--- config.mk ---
export PLATFORM = sky130hd
export DESIGN_NAME = sar_conv_ctrl
export DESIGN_NICKNAME = d
export VERILOG_FILES = /design/src/rtl/sar_pkg.sv /design/src/rtl/sar_start_detect.sv /design/src/rtl/sar_sequencer.sv /design/src/rtl/sar_approx_reg.sv /design/src/rtl/sar_conv_ctrl.sv
export SDC_FILE = /design/constraint.sdc
export NUM_CORES = 1
export LEC_CHECK = 0
export BUFFER_PORTS_ARGS = -buffer_cell sky130_fd_sc_hd__buf_4
export CORE_MARGIN = 1.5
export CORE_UTILIZATION = 50
export CTS_CLUSTER_DIAMETER = 50
export DETAILED_ROUTE_END_ITERATION = 6
export GPL_ROUTABILITY_DRIVEN = 0
export PLACE_DENSITY_LB_ADDON = 0.15
export SLEW_MARGIN = 5
export SYNTH_ARGS = -nofsm -noshare
export SYNTH_HDL_FRONTEND = slang
export SYNTH_HIERARCHICAL = 1
export SYNTH_SLANG_ARGS = --single-unit
--- constraint.sdc ---
create_clock -name clk -period 2.2 [get_ports clk]
set_input_delay 0.33 -clock clk [delete_from_list [all_inputs] [get_ports clk]]
set_output_delay 0.33 -clock clk [all_outputs]
set_load 0.02 [all_outputs]
--- src/rtl/sar_pkg.sv ---
package sar_pkg;

    typedef enum logic [1:0] {
        PH_ACQ    = 2'd0,
        PH_SETTLE = 2'd1,
        PH_TRIAL  = 2'd2
    } phase_e;

    typedef struct packed {
        logic samp_closed;
        logic on_input;
        logic busy;
        logic pwr_down;
    } ctrl_flags_t;

    function automatic ctrl_flags_t phase_flags(phase_e ph);
        ctrl_flags_t f;
        case (ph)
            PH_ACQ:    f = '{samp_closed: 1'b1, on_input: 1'b1, busy: 1'b0, pwr_down: 1'b1};
            PH_SETTLE: f = '{samp_closed: 1'b0, on_input: 1'b1, busy: 1'b1, pwr_down: 1'b0};
            default:   f = '{samp_closed: 1'b0, on_input: 1'b0, busy: 1'b1, pwr_down: 1'b0};
        endcase
        return f;
    endfunction

endpackage

--- src/rtl/sar_start_detect.sv ---
module sar_start_detect (
    input  logic clk,
    input  logic rst,
    input  logic req_n,
    input  logic idle,
    output logic start
);
    logic req_n_q;

    always_ff @(posedge clk) begin
        if (rst) req_n_q <= 1'b1;
        else     req_n_q <= req_n;
    end

    // Falling edge qualified by idle phase; edges during a conversion are dropped
    assign start = idle & req_n_q & ~req_n;
endmodule

--- src/rtl/sar_sequencer.sv ---
module sar_sequencer
    import sar_pkg::*;
#(
    parameter int NBITS = 16
) (
    input  logic                     clk,
    input  logic                     rst,
    input  logic                     start,
    output phase_e                   phase,
    output logic [$clog2(NBITS)-1:0] bit_idx,
    output logic                     trial_en,
    output logic                     last_trial
);
    localparam int CW = $clog2(NBITS);
    localparam logic [CW-1:0] IDX_MSB = CW'(NBITS - 1);

    always_ff @(posedge clk) begin
        if (rst) begin
            phase   <= PH_ACQ;
            bit_idx <= IDX_MSB;
        end else begin
            case (phase)
                PH_ACQ: begin
                    if (start) phase <= PH_SETTLE;
                end
                PH_SETTLE: begin
                    phase   <= PH_TRIAL;
                    bit_idx <= IDX_MSB;
                end
                default: begin
                    if (bit_idx == '0) phase <= PH_ACQ;
                    else               bit_idx <= bit_idx - 1'b1;
                end
            endcase
        end
    end

    assign trial_en   = (phase == PH_TRIAL);
    assign last_trial = trial_en && (bit_idx == '0);

    // the trial index walks downward one step per trial cycle
    p_idx_steps_down_r3: assert property (@(posedge clk) disable iff (rst)
        (trial_en && bit_idx != '0) |=> (trial_en && bit_idx == $past(bit_idx) - 1'b1));
endmodule

--- src/rtl/sar_approx_reg.sv ---
module sar_approx_reg #(
    parameter int NBITS = 16
) (
    input  logic                     clk,
    input  logic                     rst,
    input  logic                     clear,
    input  logic                     trial_en,
    input  logic [$clog2(NBITS)-1:0] bit_idx,
    input  logic                     cmp_above,
    output logic [NBITS-1:0]         trial_vec,
    output logic [NBITS-1:0]         acc_next
);
    localparam logic [NBITS-1:0] ONE = NBITS'(1);

    logic [NBITS-1:0] acc;

    assign trial_vec = acc | (ONE << bit_idx);
    assign acc_next  = cmp_above ? trial_vec : acc;

    always_ff @(posedge clk) begin
        if (rst || clear) acc <= '0;
        else if (trial_en) acc <= acc_next;
    end

    // a trial never removes a bit already kept
    p_kept_bits_stay_r4: assert property (@(posedge clk) disable iff (rst)
        (trial_en && !clear) |=> ((acc & $past(acc)) == $past(acc)));
endmodule

--- src/rtl/sar_conv_ctrl.sv ---
module sar_conv_ctrl
    import sar_pkg::*;
#(
    parameter int NBITS = 16
) (
    input  logic             clk,
    input  logic             rst,
    input  logic             conv_req_n,
    input  logic             cmp_above,
    output logic             samp_sw_closed,
    output logic             arr_on_input,
    output logic [NBITS-1:0] bit_sw_ref,
    output logic             busy,
    output logic             pwr_down,
    output logic             done,
    output logic [NBITS-1:0] result
);
    localparam int CW = $clog2(NBITS);
    localparam logic [NBITS-1:0] MSB_ONLY = NBITS'(1) << (NBITS - 1);

    phase_e           phase;
    logic [CW-1:0]    bit_idx;
    logic             trial_en, last_trial, start;
    logic [NBITS-1:0] trial_vec, acc_next;
    ctrl_flags_t      flags;

    sar_start_detect u_start (
        .clk   (clk),
        .rst   (rst),
        .req_n (conv_req_n),
        .idle  (phase == PH_ACQ),
        .start (start)
    );

    sar_sequencer #(.NBITS(NBITS)) u_seq (
        .clk        (clk),
        .rst        (rst),
        .start      (start),
        .phase      (phase),
        .bit_idx    (bit_idx),
        .trial_en   (trial_en),
        .last_trial (last_trial)
    );

    sar_approx_reg #(.NBITS(NBITS)) u_sar (
        .clk       (clk),
        .rst       (rst),
        .clear     (start),
        .trial_en  (trial_en),
        .bit_idx   (bit_idx),
        .cmp_above (cmp_above),
        .trial_vec (trial_vec),
        .acc_next  (acc_next)
    );

    assign flags          = phase_flags(phase);
    assign samp_sw_closed = flags.samp_closed;
    assign arr_on_input   = flags.on_input;
    assign busy           = flags.busy;
    assign pwr_down       = flags.pwr_down;
    assign bit_sw_ref     = trial_en ? trial_vec : '0;

    always_ff @(posedge clk) begin
        if (rst) begin
            done   <= 1'b0;
            result <= '0;
        end else begin
            done <= last_trial;
            if (last_trial) result <= acc_next;
        end
    end

    // the edge after a start is the settling cycle
    p_settle_after_start_r2: assert property (@(posedge clk) disable iff (rst)
        start |=> (busy && !samp_sw_closed && arr_on_input && bit_sw_ref == '0));

    // first trial drives only the heaviest bit
    p_msb_first_r3: assert property (@(posedge clk) disable iff (rst)
        (phase == PH_SETTLE) |=> (bit_sw_ref == MSB_ONLY && !arr_on_input));

    // completion is a single-cycle pulse that lands back in tracking
    p_done_single_r5: assert property (@(posedge clk) disable iff (rst)
        done |=> !done);
    p_done_tracking_r5: assert property (@(posedge clk) disable iff (rst)
        done |-> (samp_sw_closed && arr_on_input && !busy && pwr_down));

    // busy cannot end before the last trial, whatever the request does
    p_busy_holds_r7: assert property (@(posedge clk) disable iff (rst)
        (busy && !last_trial) |=> busy);

    // the code only moves on a completion pulse
    p_result_holds_r10: assert property (@(posedge clk) disable iff (rst)
        !done |-> $stable(result));
endmodule

# == Yosys cells after proc, flatten, opt, wreduce, memory -nomap -nowiden ==
# Cells that the tools add are included.
# totals
regBits,40
output_inout_bits,37
word_cells,32
in_bits,4
# classes
n_reduce_logical,7
addsub,1
muxes,8
n_bitwise,5
shifts,1
n_eq_ne,4
# op_table
cell,n
$mux 16,2
$or 16x16->16,1
$pmux 4 s2,2
$shl 1x4->16 const A,1
$logic_not 4->1,1
$mux 2,2
$mux 4,1
$pmux 2 s2,1
$reduce_and 2->1,2
$sub 4x1->4 const B,1
$reduce_bool 3->1,1
$and 1x1->1,2
$eq 2x1->1 const B,1
$eq 2x2->1 const B,1
$logic_not 2->1,1
$ne 2x1->1 const B,1
$ne 2x2->1 const B,1
$not 1->1,2
$logic_and 1x1->1,1
$logic_or 1x1->1,1

# == Longest topological paths before layout ==
# logic_depth
depth_word,5
depth_mapped,9
ltp_nobuf,6

# == Modules after synthesis ==
# The synthesis kept the hierarchy.
# by_module_without_submodules
mod,n_inst,seq_area_each_um2,area_per_inst_um2,cells_per_inst
sar_approx_reg,1,320.3,910.9,93
sar_conv_ctrl,1,340.3,733.2,75
sar_sequencer,1,120.1,300.3,39
sar_start_detect,1,20.0,36.3,3

# == Worst setup path after synthesis ==
# OpenSTA, ideal clock, no wires.
# synth_timing
path_type,register -> register
from,reg u_seq.bit_idx[1]
to,reg result[3]
setup_slack_ps,304
synth_period_minus_slack_ps,1896
path_buffers,3
stages_incl_launch_ff,10
t_required_ps,2083
arrival_time_ps,1778
setup_time_ps,117
path_cell_list,dfxtp_1 -> inv_1 -> ha_1 -> or3b_1 -> clkbuf_2 -> nor3_1 -> buf_6 -> buf_12 -> mux2i_1 -> nor2_1
# synth_rtl
element,line,rtl
from (decl),sar_sequencer.sv:10,"output logic [$clog2(NBITS)-1:0] bit_idx,"
from (signal assigned),sar_sequencer.sv:32,else bit_idx <= bit_idx - 1'b1;
$logic_not 4->1,sar_sequencer.sv:39,assign last_trial = trial_en && (bit_idx == '0);
$logic_and 1x1->1,sar_sequencer.sv:39,
net last_trial,sar_conv_ctrl.sv:23,"logic trial_en, last_trial, start;"
to (signal assigned),sar_conv_ctrl.sv:69,if (last_trial) result <= acc_next;
to (decl),sar_conv_ctrl.sv:16,output logic [NBITS-1:0] result
# The timed path passes the listed nets, and every way through them passes these cells.
# A chain may end at the register's enable or synchronous reset.

# == Worst setup path in the final report ==
# layout_timing
from,reg u_seq.bit_idx[2]
to,out bit_sw_ref[14]
# layout_between
elab_chain_len,3
# layout_rtl
element,line,rtl
$shl 1x4->16,sar_approx_reg.sv:17,assign trial_vec = acc | (ONE << bit_idx);
$or 16x16->16,sar_approx_reg.sv:17,
net trial_vec[14],sar_conv_ctrl.sv:24,"logic [NBITS-1:0] trial_vec, acc_next;"
$mux 16,sar_conv_ctrl.sv:61,assign bit_sw_ref = trial_en ? trial_vec : '0;
to (decl),sar_conv_ctrl.sv:12,"output logic [NBITS-1:0] bit_sw_ref,"
# The timed path passes the listed nets, and every way through them passes these cells.

==> metrics <==
switching portion of total power 23.9%; number of synthesized flops with an enable pin 0; unrepaired setup endpoints after global routing no; Setup Skew 6.52 ps; slowest CP cell dfxtp_1; Seq pwr share 48.7%; Detailed Routing Iterations Pass 1 4; worst hold path depth 2; Place WS 263 ps; Fin Hold WS 217 ps; Die Footprint 4350 sq um; critical path class reg2out; clock sink count 40; Residual DRC 0; relative slew slack 29.6%; IO Pins 41; top-count cell post-synth dfxtp_1; CP cell instances nor2b_1 > a31o_2 > and2_1 > buf_4; Unique masters post-synth 39; Async SR Flop Fraction 0%; Crit. Startpoint u_seq/bit_idx[2]$_SDFFE_PP1P_; Core Box Area 3740 sq um; largest net degree at the start of global routing 29; vias in the first global route approximately 1,500; CP max FO 15; Seq cells post-synth 40; area post-placement roughly 2300 sq um; htree depth 2; syn_area_per_cell 9.43 sq um; Die H 65.9 um; Nets 254; peak per-stage delay on the critical path 610 ps; Crit path arrival time 1710 ps; Critical Path RT 1870 ps; clk_lat worst skew 300 ps; Die Wd between 60 and 70 um; Fillers between 300 and 400; post-synth top area share approximately two fifths; outcome finished clean; Crit Reg-Reg Startpoint u_seq/phase[0]$_SDFFE_PP0P_; Avg WL per Cell 14.8 um; Worst-path clk slew 80 ps; Power per Cell Area 623 nW/um^2; Static Leak 1.05 nW; CP bufs+invs 1; VDD IR max 0.000421 V; Antenna Cells 0; largest area contributor in the synthesized netlist dfxtp_1; Via density 5.58; Fin. Hold Viols 0; fraction of layout cells with a size suffix above 1 27.2%; post-route cell area 2420 sq um; Iteration-0 DRC Markers 74; Syn Nets 215; root buf cell clkbuf_8; fin crit period 2040 ps; via count 1,664; antenna viol nets, final 0; Mapped Cells 210; max_cap viols 0; clock power share 42.4%; WP depth 4; post-DP HPWL 3140 um; maximum clock rate just under 500 MHz; Logic pwr share 8.9%; yosys warns 6; Post-Syn Area 1980 sq um; CP startpoint kind flip-flop; CTS tree yes; global-route wire length before repair 7130 um; Tot GR Track Use between 20% and 30%; Worst Reg-to-Reg Cells 5; Initial Utilization 52.9%; CP endpoint kind output pin; Commonest cells post-synth dfxtp_1 (40), nor2_1 (24), mux2i_1 (17); Area contributors post-synth dfxtp_1 (40%), mux2i_1 (8.6%), o2bb2ai_1 (7.1%); GRT overflow 0; final setup violation count 0; CTS Hold Bufs 0; hold wc startpoint conv_req_n; Worst Hold Class in2reg; initial antenna violation count 0; Period Utilization, post-route 92.7%; Seq/Total Area, Yosys between 40 and 50%; PortBufs 40; # rows 22; main flop type after synthesis dfxtp_1; Slew @ Worst Pin ~1100 ps; setup total negative slack 0 ps; Final Max Slew Viols 0; Crit path max-delay family flip-flops; CTS buffer count 5; Pint 1.15 mW; Worst Setup Slack, final 161 ps; routed wire length approximately 4400 um; P_sw around 0.36 mW; Layout Area Growth over Synthesis 22.3%; Clock Path Buffers 2
==> layout make-up <==
| cell class | count | area (sq um) | area share (%) |
|---|---|---|---|
| multi-input combinational | 151 | 1070 | 44.4 |
| sequential | 40 | 802 | 33.1 |
| timing repair buffer | 46 | 345 | 14.3 |
| clock inverter | 2 | 38.8 | 1.60 |
| inverter | 5 | 18.8 | 0.775 |
| clock buffer | 6 | 82.6 | 3.41 |
| tap | 48 | 60.1 | 2.48 |
==> cell families after synthesis <==
kind of cell	share of synthesized area (%)
and+or+nand+nor	23.3
AOI/OAI and AO/OA	21.5
DFF	40.4
buffers and inverters	5.56
muxes	8.59
adders and majority gates	0.632
==> worst paths after layout <==
path,to,slack [ps]
min reg2reg,u_sar/acc[5]$_SDFFE_PP0P_,490
max,bit_sw_ref[14],160
min,u_start/req_n_q$_SDFF_PP1_,220
max reg2reg,u_sar/acc[0]$_SDFFE_PP0P_,230
==> metal layers <==
| metal | global-route usage, % | up-vias | part of all wire, % |
|---|---|---|---|
| met5 | 0 | - | 0 |
| met4 | 8.42 | 0 | 1.4 |
| met3 | 4.60 | 8 | 3.4 |
| met2 | 34.7 | 36 | 47 |
| met1 | 28.6 | 791 | 48 |
| li1 | - | 829 | - |
==> placed cells by master, fill, tap and decap left out, types with 2 or more instances in the layout <==
master and n:
buf_4 46, dfxtp_1 39, a21oi_1 2, mux2i_1 17
nand3b_1 2, a31o_2 6, nand3_1 4, o21bai_1 16
a21o_1 9, o2bb2ai_1 16, nand4bb_1 2, nand2_1 8
and2_1 16, nand2b_1 2, or2_1 2, inv_1 5
nand4b_1 3, clkbuf_8 6, nor2b_1 5, or4b_4 2
nor2_1 24
==> through the flow <==
step | utilization, % | instances | total power [mW]
6_report | 64.7 | 298 | 1.51
5_1_grt | 64.7 | 298 | 1.56
4_1_cts | 64.7 | 298 | 1.52
3_5_place_dp | 61.4 | 290 | 0.886
3_3_place_gp | 61.4 | 290 | 0.885
2_1_floorplan | - | 210 | 0.841
==> power groups by stage <==
stage	logic, mW	clock network, mW	registers, mW
global placement	0.133	0	0.751
CTS	0.134	0.651	0.735
global route	0.145	0.678	0.736
detailed placement	0.134	0	0.752
finish	0.134	0.640	0.735
floorplan	0.0884	0	0.752
==> timing repair <==
item,CTS,global route
setup endpoints to repair,0,3
setup buffers,0,0
resized for setup,0,1
==> flip-flops by register name, summed over array words and instances (netlist names) <==
name and flops:
u_seq/bit_idx 4, u_seq/phase 2, u_start/req_n_q 1, result 16
done 1, u_sar/acc 16
Note: power is estimated with default switching activity, not from simulation.
